[config.mk]
export PLATFORM = sky130hd
export DESIGN_NAME = sample_block_writer
export DESIGN_NICKNAME = d
export VERILOG_FILES = /design/src/rtl/sbw_pkg.sv /design/src/rtl/sbw_ctrl.sv /design/src/rtl/sbw_frame_track.sv /design/src/rtl/sbw_addr_gen.sv /design/src/rtl/sample_block_writer.sv
export SDC_FILE = /design/constraint.sdc
export NUM_CORES = 1
export LEC_CHECK = 0
export ABC_AREA = 1
export BUFFER_PORTS_ARGS = -buffer_cell sky130_fd_sc_hd__buf_4
export CORE_AREA = 2 2 101 103
export CTS_CLUSTER_SIZE = 40
export DETAILED_ROUTE_END_ITERATION = 12
export DIE_AREA = 0 0 103 105
export MAX_ROUTING_LAYER = met4
export PLACE_DENSITY_LB_ADDON = 0.3
export SLEW_MARGIN = 20
export SYNTH_ARGS = -nofsm -noshare
export SYNTH_HDL_FRONTEND = slang
export SYNTH_SLANG_ARGS = --single-unit
[constraint.sdc]
create_clock -name clk -period 4.5 [get_ports clk]
set_clock_uncertainty 0.2 [all_clocks]
set_input_delay 0 -clock clk [delete_from_list [all_inputs] [get_ports clk]]
set_output_delay 0 -clock clk [all_outputs]
set_load 0.005 [all_outputs]
[src/rtl/sbw_pkg.sv]
package sbw_pkg;

   typedef enum logic [1:0] {
      SBW_IDLE  = 2'd0,
      SBW_RUN   = 2'd1,
      SBW_DONE  = 2'd2,
      SBW_FAULT = 2'd3
   } sbw_state_e;

endpackage

[src/rtl/sbw_ctrl.sv]
module sbw_ctrl
   import sbw_pkg::*;
#(
   parameter int ADDR_W       = 32,
   parameter int CNT_W        = 16,
   parameter int REGION_BYTES = 32'h100000
) (
   input  logic              clk,
   input  logic              rst_n,
   input  logic              start,
   input  logic [ADDR_W-1:0] cfg_region_bytes,
   input  logic [CNT_W-1:0]  cfg_num_blocks,
   input  logic              blk_close,
   output logic              run,
   output logic              launch,
   output logic              done,
   output logic              err
);

   sbw_state_e       state_q;
   logic [CNT_W-1:0] left_q;
   logic             size_ok;
   logic             count_ok;

   assign size_ok  = (cfg_region_bytes == ADDR_W'(REGION_BYTES));
   assign count_ok = (cfg_num_blocks != '0);
   assign launch   = start && (state_q != SBW_RUN) && size_ok && count_ok;

   always_ff @(posedge clk) begin
      if (!rst_n) begin
         state_q <= SBW_IDLE;
         left_q  <= '0;
      end else begin
         case (state_q)
            SBW_RUN: begin
               if (blk_close) begin
                  left_q <= left_q - 1'b1;
                  if (left_q == CNT_W'(1)) state_q <= SBW_DONE;
               end
            end
            default: begin
               if (start) begin
                  if (size_ok && count_ok) begin
                     state_q <= SBW_RUN;
                     left_q  <= cfg_num_blocks;
                  end else begin
                     state_q <= SBW_FAULT;
                  end
               end
            end
         endcase
      end
   end

   assign run  = (state_q == SBW_RUN);
   assign done = (state_q == SBW_DONE);
   assign err  = (state_q == SBW_FAULT);

endmodule

[src/rtl/sbw_frame_track.sv]
module sbw_frame_track #(
   parameter int FRAME_WORDS = 8,
   parameter int FRAME_BYTES = 32,
   parameter int BLOCK_BYTES = 32'h20000
) (
   input  logic clk,
   input  logic rst_n,
   input  logic clear,
   input  logic accept,
   output logic blk_close
);

   localparam int LEFT_W = $clog2(BLOCK_BYTES + 1);

   logic              frame_end;
   logic [LEFT_W-1:0] left_q;

   generate
      if (FRAME_WORDS == 1) begin : g_single
         assign frame_end = accept;
      end else begin : g_multi
         localparam int FW_W = $clog2(FRAME_WORDS);
         logic [FW_W-1:0] word_q;

         assign frame_end = accept && (word_q == FW_W'(FRAME_WORDS - 1));

         always_ff @(posedge clk) begin
            if (!rst_n || clear)  word_q <= '0;
            else if (frame_end)   word_q <= '0;
            else if (accept)      word_q <= word_q + 1'b1;
         end
      end
   endgenerate

   assign blk_close = frame_end && (left_q == LEFT_W'(FRAME_BYTES));

   always_ff @(posedge clk) begin
      if (!rst_n || clear)  left_q <= LEFT_W'(BLOCK_BYTES);
      else if (blk_close)   left_q <= LEFT_W'(BLOCK_BYTES);
      else if (frame_end)   left_q <= left_q - LEFT_W'(FRAME_BYTES);
   end

endmodule

[src/rtl/sbw_addr_gen.sv]
module sbw_addr_gen #(
   parameter int ADDR_W      = 32,
   parameter int BLOCK_BYTES = 32'h20000,
   parameter int NUM_BLKS    = 8,
   parameter int WORD_BYTES  = 4,
   parameter int IDX_W       = 3
) (
   input  logic              clk,
   input  logic              rst_n,
   input  logic              clear,
   input  logic              accept,
   input  logic              blk_close,
   input  logic [ADDR_W-1:0] cfg_base,
   output logic [ADDR_W-1:0] mem_addr,
   output logic [IDX_W-1:0]  blk_idx
);

   localparam int  OFF_W     = $clog2(BLOCK_BYTES);
   localparam bit  BLK_POW2  = ((BLOCK_BYTES & (BLOCK_BYTES - 1)) == 0);

   logic [OFF_W-1:0]  off_q;
   logic [IDX_W-1:0]  idx_q;
   logic [ADDR_W-1:0] ring_off;

   always_ff @(posedge clk) begin
      if (!rst_n || clear) begin
         off_q <= '0;
         idx_q <= '0;
      end else if (accept) begin
         if (blk_close) begin
            off_q <= '0;
            idx_q <= (idx_q == IDX_W'(NUM_BLKS - 1)) ? '0 : idx_q + 1'b1;
         end else begin
            off_q <= off_q + OFF_W'(WORD_BYTES);
         end
      end
   end

   generate
      if (BLK_POW2) begin : g_concat
         assign ring_off = ADDR_W'({idx_q, off_q});
      end else begin : g_mult
         assign ring_off = ADDR_W'(idx_q) * ADDR_W'(BLOCK_BYTES) + ADDR_W'(off_q);
      end
   endgenerate

   assign mem_addr = cfg_base + ring_off;
   assign blk_idx  = idx_q;

endmodule

[src/rtl/sample_block_writer.sv]
module sample_block_writer #(
   parameter int ADDR_W      = 32,
   parameter int DATA_W      = 32,
   parameter int CNT_W       = 16,
   parameter int BLOCK_BYTES = 32'h20000,
   parameter int NUM_BLKS    = 8,
   parameter int FRAME_WORDS = 8,
   parameter int WORD_BYTES  = 4,
   localparam int IDX_W      = (NUM_BLKS > 1) ? $clog2(NUM_BLKS) : 1
) (
   input  logic              clk,
   input  logic              rst_n,
   input  logic              start,
   input  logic [ADDR_W-1:0] cfg_base,
   input  logic [ADDR_W-1:0] cfg_region_bytes,
   input  logic [CNT_W-1:0]  cfg_num_blocks,
   input  logic              word_valid,
   input  logic [DATA_W-1:0] word_data,
   output logic              word_ready,
   output logic [ADDR_W-1:0] mem_addr,
   output logic [DATA_W-1:0] mem_data,
   output logic              mem_we,
   output logic              blk_evt,
   output logic [IDX_W-1:0]  blk_evt_idx,
   output logic              done,
   output logic              err
);

   localparam int FRAME_BYTES  = FRAME_WORDS * WORD_BYTES;
   localparam int REGION_BYTES = BLOCK_BYTES * NUM_BLKS;

   generate
      if (FRAME_WORDS < 1) begin : g_chk_frame
         $error("FRAME_WORDS must be at least 1");
      end
      if (BLOCK_BYTES % FRAME_BYTES != 0) begin : g_chk_blk
         $error("BLOCK_BYTES must be a whole number of frames");
      end
      if (NUM_BLKS < 1) begin : g_chk_nblk
         $error("NUM_BLKS must be at least 1");
      end
      if ($clog2(REGION_BYTES) >= ADDR_W) begin : g_chk_addr
         $error("ADDR_W too narrow for the region");
      end
      if (DATA_W != 8 * WORD_BYTES) begin : g_chk_word
         $error("DATA_W must equal 8*WORD_BYTES");
      end
   endgenerate

   logic             run;
   logic             launch;
   logic             accept;
   logic             blk_close;
   logic [IDX_W-1:0] blk_idx;

   assign accept     = word_valid && run;
   assign word_ready = run;
   assign mem_we     = accept;
   assign mem_data   = word_data;

   sbw_ctrl #(
      .ADDR_W       (ADDR_W),
      .CNT_W        (CNT_W),
      .REGION_BYTES (REGION_BYTES)
   ) u_ctrl (
      .clk              (clk),
      .rst_n            (rst_n),
      .start            (start),
      .cfg_region_bytes (cfg_region_bytes),
      .cfg_num_blocks   (cfg_num_blocks),
      .blk_close        (blk_close),
      .run              (run),
      .launch           (launch),
      .done             (done),
      .err              (err)
   );

   sbw_frame_track #(
      .FRAME_WORDS (FRAME_WORDS),
      .FRAME_BYTES (FRAME_BYTES),
      .BLOCK_BYTES (BLOCK_BYTES)
   ) u_frame (
      .clk       (clk),
      .rst_n     (rst_n),
      .clear     (launch),
      .accept    (accept),
      .blk_close (blk_close)
   );

   sbw_addr_gen #(
      .ADDR_W      (ADDR_W),
      .BLOCK_BYTES (BLOCK_BYTES),
      .NUM_BLKS    (NUM_BLKS),
      .WORD_BYTES  (WORD_BYTES),
      .IDX_W       (IDX_W)
   ) u_addr (
      .clk       (clk),
      .rst_n     (rst_n),
      .clear     (launch),
      .accept    (accept),
      .blk_close (blk_close),
      .cfg_base  (cfg_base),
      .mem_addr  (mem_addr),
      .blk_idx   (blk_idx)
   );

   always_ff @(posedge clk) begin
      if (!rst_n) begin
         blk_evt     <= 1'b0;
         blk_evt_idx <= '0;
      end else begin
         blk_evt <= blk_close;
         if (blk_close) blk_evt_idx <= blk_idx;
      end
   end

endmodule

Word level (Yosys, flattened, before mapping)
Index checks and enable logic that the tools add are counted.

storage, ports and cells
  register bits after elaboration = 63
  input port bits = 116
  output and inout port bits = 72
  logic and storage cells = 53

operators by class
  $add $sub $neg = 6
  equal/unequal tests = 11
  multiplexer cells = 11
  reduce and logical (&&, ||, !) cells = 17

operators with widths
  operator               number
  $mux 16                4
  $add 32x20->32         1
  $eq 32x21->1 const B   1
  $eq 18x6->1 const B    1
  $sub 18x6->18 const B  1
  $add 17x3->17 const B  1
  $mux 17                1
  $eq 16x1->1 const B    1
  $reduce_bool 16->1     1
  $sub 16x1->16 const B  1
  $mux 2                 5
  $logic_and 1x1->1      7
  $add 3x1->3 const B    2
  $eq 3x3->1 const B     2
  $ne 2x1->1 const B     3
  $reduce_and 3->1       2
  $eq 2x2->1 const B     2
  $reduce_bool 2->1      2
  $reduce_or 2->1        2
  $mux 3                 1
  $eq 2x1->1 const B     1
  $reduce_and 2->1       1
  $logic_not 1->1        1
  $logic_or 1x1->1       1

Logic depth before layout (Yosys ltp)
Gate-level depths: netlist of the first run.

  depth in word-level cells = 6
  gate-level depth with buffers = 11
  depth with buffers taken out = 11

Modules after synthesis
A second synthesis of the first run with hierarchy kept.

second synthesis, totals
  cells, all modules = 959
  area, all modules = 5413.9 um^2

by module, submodules not included
  module               instances  cells an instance  area each (um^2)  sequential area each (um^2)
  sbw_addr_gen         1          484                2593.7            360.3
  sbw_ctrl             1          296                1567.8            360.3
  sbw_frame_track      1          124                860.8             320.3
  sample_block_writer  1          55                 391.6             80.1

Worst setup path before layout of the first run
OpenSTA, ideal clock, no wires.

  path type = register to register
  start point = register u_frame.g_multi.word_q[0]
  end point = register u_ctrl.left_q[7]
  library setup time = 115 ps
  data arrival time = 1537 ps
  required time = 4185 ps
  slack = 2648 ps
  cell stages (with the launch flop) = 12
  path buffers = 1
  clock period less this slack = 1852 ps
  cells stage by stage = dfxtp_1 > ha_1 > ha_1 > inv_1 > nor2_2 > nand2_1 > nor2_4 > o21bai_4 > buf_6 > nand3_1 > nand2_1 > nor2_1

between the ends
  cells in the longest elaborated chain, start to end = 5

RTL lines
  item                        RTL line               text
  start: declaration          sbw_frame_track.sv:23  logic [FW_W-1:0] word_q;
  start signal: assignment    sbw_frame_track.sv:30  else if (accept) word_q <= word_q + 1'b1;
  $eq 3x3->1                  sbw_frame_track.sv:25  assign frame_end = accept && (word_q == FW_W'(FRAME_WORDS - 1));
  $logic_and 1x1->1           sbw_frame_track.sv:25
  $logic_and 1x1->1           sbw_frame_track.sv:35  assign blk_close = frame_end && (left_q == LEFT_W'(FRAME_BYTES));
  $ne 2x1->1 (no line)        n/a
  $reduce_and 3->1 (no line)  n/a
  end signal: assignment      sbw_ctrl.sv:37         left_q <= left_q - 1'b1;
  end signal: assignment      sbw_ctrl.sv:45         left_q <= cfg_num_blocks;
  end: declaration            sbw_ctrl.sv:21         logic [CNT_W-1:0] left_q;

Every way passes these cells.
A chain may end at the register's enable or synchronous reset.

Worst setup path after layout of the first run
  start point = register u_ctrl.state_q[1]
  end point = register u_ctrl.left_q[12]

between the ends
  cells in the longest elaborated chain, start to end = 6
  elaborated cells between the ends (all ways) = 9
  those cells by class = 2 x eq/ne; 1 x mux; 6 x reduce/logical

RTL lines
  item                        RTL line                        text
  start: declaration          sbw_ctrl.sv:20                  sbw_state_e state_q;
  start signal: assignment    sbw_ctrl.sv:31                  state_q <= SBW_IDLE;
  start signal: assignment    sbw_ctrl.sv:38                  if (left_q == CNT_W'(1)) state_q <= SBW_DONE;
  start signal: assignment    sbw_ctrl.sv:44                  state_q <= SBW_RUN;
  $eq 2x1->1 *                sbw_ctrl.sv:34, sbw_ctrl.sv:55
  $logic_and 1x1->1           sample_block_writer.sv:56       assign accept = word_valid && run;
  $logic_and 1x1->1           sbw_frame_track.sv:25
  $logic_and 1x1->1           sbw_frame_track.sv:35
  $ne 2x1->1 (no line)        n/a
  $reduce_and 3->1 (no line)  n/a

Every way passes the cells marked *; elsewhere a longest branch is shown, timed or not.

==> results of run 1 <==
[routing by layer]
layer	vias up	share of wire
li1	3064	-
met1	2584	0.42
met2	221	0.49
met3	32	0.067
met4	0	0.026
met5	-	0
[worst max-delay path by stage]
stage          cells after the start            endpoint  slack [ps]
5_1_grt                           10   u_ctrl.left_q[14]        1440
2_1_floorplan                     11    u_ctrl.left_q[7]        2650
3_5_place_dp                       9  u_frame.left_q[16]        2080
6_report                          10   u_ctrl.left_q[12]        1650
3_3_place_gp                       9    u_addr.off_q[11]        2160
4_1_cts                           10   u_ctrl.left_q[10]        1710
[layout make-up]
type                    instances  area [um^2]
clock inverters                 3         21.3
flip-flops and latches         56         1120
fillers                       923         3040
clock buffers                   5         68.8
inverters                     106          399
repair buffers                174         1440
multi-input cells             683         3370
well taps                     133          166
[through the flow]
stage	instances	cell area, um^2	worst slack [ps]
after floorplan	890	5210	2650
after global placement	1097	5950	2160
after detailed placement	1097	5950	2080
after CTS	1160	6600	1710
after global routing	1160	6600	1440
final	1160	6600	1650
[power groups by stage]
stage | Sequential, mW | Clock (mW) | Combinational (mW)
final | 0.502 | 0.284 | 0.245
after global routing | 0.502 | 0.305 | 0.271
after CTS | 0.502 | 0.290 | 0.243
after detailed placement | 0.513 | 0 | 0.202
after global placement | 0.513 | 0 | 0.201
after floorplan | 0.512 | 0 | 0.120
[logic make-up after synthesis]
kind of cell             Yosys count  synth area share
AND/OR/NAND/NOR                  537             0.435
buffers and inverters            151             0.137
AO/OA/AOI/OAI                     85            0.0906
flip-flops                        56             0.215
XOR/XNOR                          33            0.0555
adder cells (fa/ha/maj)           27            0.0649
multiplexers                       1           0.00192
[cells in the mapped netlist, drive strengths merged]
cell,count
a21boi,2
a21o,2
a21oi,39
and2,1
buf,39
clkbuf,6
clkinv,1
dfxtp,56
ha,27
inv,105
mux2i,1
nand2,243
nand3,59
nand3b,4
nand4,21
nor2,184
nor3,17
nor3b,1
nor4,1
o21a,1
o21ai,30
o21bai,7
o22ai,4
or2,6
xnor2,6
xor2,27
[registers in the layout, summed over array words and instances (netlist names)]
register	count
u_ctrl.state_q	2
u_ctrl.left_q	16
u_frame.left_q	13
u_addr.blk_idx	3
blk_evt_idx	3
blk_evt	1
u_frame.g_multi.word_q	3
u_addr.off_q	15
[tightest hold or removal path, cell delays in order]
cell and delay [ps]:
buf_4 120, nand3_2 220, nand2_1 80, a21oi_1 120
[what timing repair did]
action,4_1_cts,5_1_grt
hold buffers,55,0
resized for setup,0,0
endpoints found under the hold margin,63,0
setup buffers,0,0
==> results.ini, run 1 <==
[status]
status=complete, no violations

[power]
total_power_mw=1.03
pwr-share-clk=0.276
pwr-share-comb=0.237
power_switching_mw=0.291
ir_drop_uv=155
swShare=0.283
intPower_mw=0.739
power_frac_seq=0.487
p_per_area_nw_per_um2=156
p_leak_nw=3.36

[place]
gp_congestion=0.954
port_buffers=119
place_hpwl_mm=11.1

[detailed_routing]
via_count=5901
wirelength_mm=14.5
routedWlPerCell_um=12.5
drt_iter0_markers=319
ant_nets=0
via_per_inst=5.09
drc=0
dr.pass1.iters=6

[worst_setup_path]
cp_num_buf_inv=3
cp_max_fo=23
max_stage_delay_ps=560
slowest_stage=dlygate4sd3_1
r2r_setup_slack_ps=1650
path_class=reg -> reg
r2r-end=u_ctrl.left_q[12]
r2r_start=u_ctrl.state_q[1]
rr_worst_depth=10
cp.arrival_ps=2870
cp_cell_sequence=inv_2 -> nand2_2 -> inv_2 -> nor2_1 -> nand3_1 -> o21bai_4 -> nand2_4 -> nor2_1 -> nor2_1 -> dlygate4sd3_1
startpoint=u_ctrl.state_q[1]
critPathLaunchType=flop
required_ps=4520
setup.worst_path.end_class=flop
path_delay_family=simple AND/OR/NAND/NOR gates
path_common_cell=nor2_1

[global_route]
grt_pass1_wl_mm=24.0
grt-busiest-layer=met2
overflow=0
grt_max_degree=24
use_met1=0.329
grtUsageMet3=0.0314
grt_pass1_vias=5492
antenna_found_initial=0
grt_util_met2=0.479
grt_usage=0.276

[layout]
final_common_cell=nand2_1
final_util=0.684
area_delta_synth_final_pct=26.6
nets=1169
antenna_cells=0
final_cell_mix=nand2_1 (238), nor2_1 (178), buf_4 (119)
final_layout_size_suffix_gt1_frac=0.149

[synth]
synthesis.area_um2=5210
synth_cell_types=37
syn_inst=890
yosys.area.top_type=dfxtp_1
ys_seq_elements=56
syn_area_per_cell_um2=5.85
ys_warn_count=0
yosysTopAreaCellShare=0.215
synthTopCellsByArea=dfxtp_1 (22%), nand2_1 (17%), nor2_1 (13%), inv_1 (7.3%), ha_1 (6.5%)
synth_nets=1033
synth_sequential_area_ratio=0.215

[timing]
hold_viol_final=0
rsz0062_at_grt=no
clock.fmax_mhz=351
fin_hold_ws_ps=62.6
fin_crit_ps=2850
post-route-period-util=0.633
relSlewSlack=0.494
tightest_slew_ps=758
report.final.slew_viol_count=0
setup_tns_ps=0
setup_viol=0

[hold_path]
min_to=u_addr.off_q[3]
hold_class=in -> reg
worstHoldStart=word_valid
min_delay_path_depth=4

[floorplan]
die_h_um=105
rows=36
start_util=0.540
die_area_um2=10800
io_pins=188
core_area_um2=9640
die_x_um=103

[clock_network]
cts_root_buffer=clkbuf_8
cts_sinks=56
clkTransAtPathRegs_ps=110
cts_buffers=5
cts_tree=yes
clk_latency_ps=320
htree_levels=2
cts_buffer_depth=2

[run]
drv_cap=0

(Power assumes the default switching activity.)
==> run 2: changes to the inputs <==
- CORE_AREA: 2 2 101 103 -> 2 2 105 107
- DIE_AREA: 0 0 103 105 -> 0 0 107 109
- clock period: 4.5 -> 2.7 ns (I/O delays scaled with it)
==> results.ini, run 2 (synthesized netlist as in run 1, its figures left out) <==
[status]
status=complete, no violations

[global_route]
grt_pass1_wl_mm=22.8  ; -4.7%
grt_pass1_vias=5262  ; -4.2%
overflow=0  ; unchanged
grt_max_degree=22  ; -8.3%
grt_usage=0.244  ; -0.0315
antenna_found_initial=0  ; unchanged

[layout]
final_cell_mix=nand2_1 (238), nor2_1 (178), buf_4 (122)
multi_input_area_um2=3380  ; +0.11%
regArea_um2=1120  ; unchanged
top_register=u_ctrl.left_q
nets=1172  ; +0.26%
final_layout_size_suffix_gt1_frac=0.153  ; +0.00442
largest_reg_flops=16  ; unchanged
filler_cell_count=1012  ; +9.6%
area_delta_synth_final_pct=27.6
antenna_cells=0  ; unchanged
final_common_cell=nand2_1
reg_top3=u_ctrl.left_q: 16 flops, u_addr.off_q: 15 flops, u_frame.left_q: 13 flops

[power]
ir_drop_uv=257  ; +66%
p_leak_nw=3.38  ; +0.45%
p_per_area_nw_per_um2=261  ; +67%
total_power_mw=1.74  ; +69%

[clock_network]
cts_sinks=56  ; unchanged
clk_latency_ps=320  ; about the same
cts_root_buffer=clkbuf_8
cts_buffers=5  ; unchanged
htree_levels=2  ; unchanged
cts_buffer_depth=2  ; unchanged
clkTransAtPathRegs_ps=110  ; about the same
cts_tree=yes

[timing]
setup_tns_ps=0  ; unchanged
clock.fmax_mhz=394
fin_crit_ps=2540
post-route-period-util=0.940
setup_slack_ps=161  ; -1490 ps
setup_viol=0  ; unchanged
hold_viol_final=0  ; unchanged
fin_hold_ws_ps=88.5  ; +25.9 ps
rsz0062_at_grt=no
report.final.slew_viol_count=0  ; unchanged
relSlewSlack=0.578  ; +0.0841
tightest_slew_ps=632  ; -126 ps

[worst_setup_path]
r2r_setup_slack_ps=520  ; -1130 ps
critPathLaunchType=flop
r2r-end=u_ctrl.left_q[10]
cp_num_buf_inv=1  ; -2
startpoint=u_addr.off_q[4]
setup.worst_path.end_class=primary output
r2r_start=u_ctrl.state_q[0]
slowest_stage=dfxtp_1
max_stage_delay_ps=440  ; -120 ps
cp.arrival_ps=2340  ; -530 ps
cp_max_fo=5  ; -78%
rr_worst_depth=10  ; unchanged
crit_path_end=mem_addr[29]
path_class=reg -> out
required_ps=2500  ; -2020 ps
cp_cell_sequence=ha_1 -> or2_2 -> and2_1 -> nand3_1 -> nand3_1 -> nand3b_1 -> nand2_1 -> nand2_1 -> nand2_1 -> buf_4
path_common_cell=nand2_1
cp.depth=10  ; unchanged
path_delay_family=simple AND/OR/NAND/NOR gates

[place]
gp_congestion=0.942  ; -1.3%
place_hpwl_mm=11.2  ; +1.0%
port_buffers=119  ; unchanged
pre_cts_slack_ps=521  ; -1560 ps

[detailed_routing]
via_per_inst=5.01  ; -1.5%
via_count=5860  ; -0.69%
wirelength_mm=14.3  ; -1.4%
drc=0  ; unchanged
drt_iter0_markers=376  ; +18%
ant_nets=0  ; unchanged
routedWlPerCell_um=12.2  ; -2.3%
dr.pass1.iters=6  ; unchanged

[floorplan]
die_area_um2=11700  ; +7.8%
core_area_um2=10600  ; +10%
die_x_um=107  ; +3.9%
rows=38  ; +5.6%
start_util=0.491  ; -0.0491
io_pins=188  ; unchanged
die_h_um=109  ; +3.8%

[hold_path]
hold_class=in -> out

[run]
drv_cap=0  ; unchanged

-- run 2: cell count changes in the layout (fill, tap and decap cells not counted), sizes merged --
| cell | previous run | this run |
|---|---|---|
| buf | 119 | 123 |
| clkinv | 2 | 3 |
| clkinvlp | 1 | 0 |
| dlygate4sd3 | 55 | 54 |
-- run 2: what timing repair did --
| item | CTS | global route |
|---|---|---|
| endpoints found under the setup margin | 0 | 2 |
| hold buffers | 54 | 0 |
| gates resized for setup | 0 | 1 |
| setup buffers | 0 | 0 |
| endpoints found under the hold margin | 63 | 0 |
-- run 2: worst min path at each step --
stage                              end           from  cells after the start
after floorplan            mem_addr[0]    cfg_base[0]                      1
after global placement    mem_data[13]  word_data[13]                      0
after detailed placement  mem_data[13]  word_data[13]                      0
after CTS                  mem_addr[2]    cfg_base[2]                      3
after global routing       mem_addr[2]    cfg_base[2]                      3
final                      mem_addr[2]    cfg_base[2]                      3
-- run 2: routing by layer --
metal | track usage | vias up | routed length [um]
met5 | - | - | 0
met4 | 0.0761 | 0 | 327
met3 | 0.0251 | 27 | 977
met2 | 0.424 | 250 | 6620
met1 | 0.301 | 2517 | 6330
li1 | - | 3066 | -
-- run 2: cell type report --
class | instances | area share
multi-input cells | 683 | 0.508
repair buffers | 177 | 0.222
flip-flops and latches | 56 | 0.169
inverters | 106 | 0.0601
well taps | 140 | 0.0264
clock buffers | 5 | 0.0104
clock inverters | 3 | 0.00395
-- run 2: worst min-delay path: cells and delay by family --
family	cells	cell delay, ps
adders and majority gates	1	110
buffers and inverters	2	180
-- run 2: power by group --
part / total, mW / leakage (nW) / internal [mW] / switching (mW)
clock: 0.485 / 0.0487 / 0.190 / 0.295
combinational: 0.416 / 2.88 / 0.223 / 0.193
sequential: 0.836 / 0.452 / 0.831 / 0.00550
-- run 2: through the flow --
stage,utilization,instance area (um^2),std cells
after floorplan,-,5210,890
after global placement,0.566,6010,1108
after detailed placement,0.566,6010,1108
after CTS,0.626,6640,1170
after global routing,0.627,6650,1170
final,0.627,6650,1170
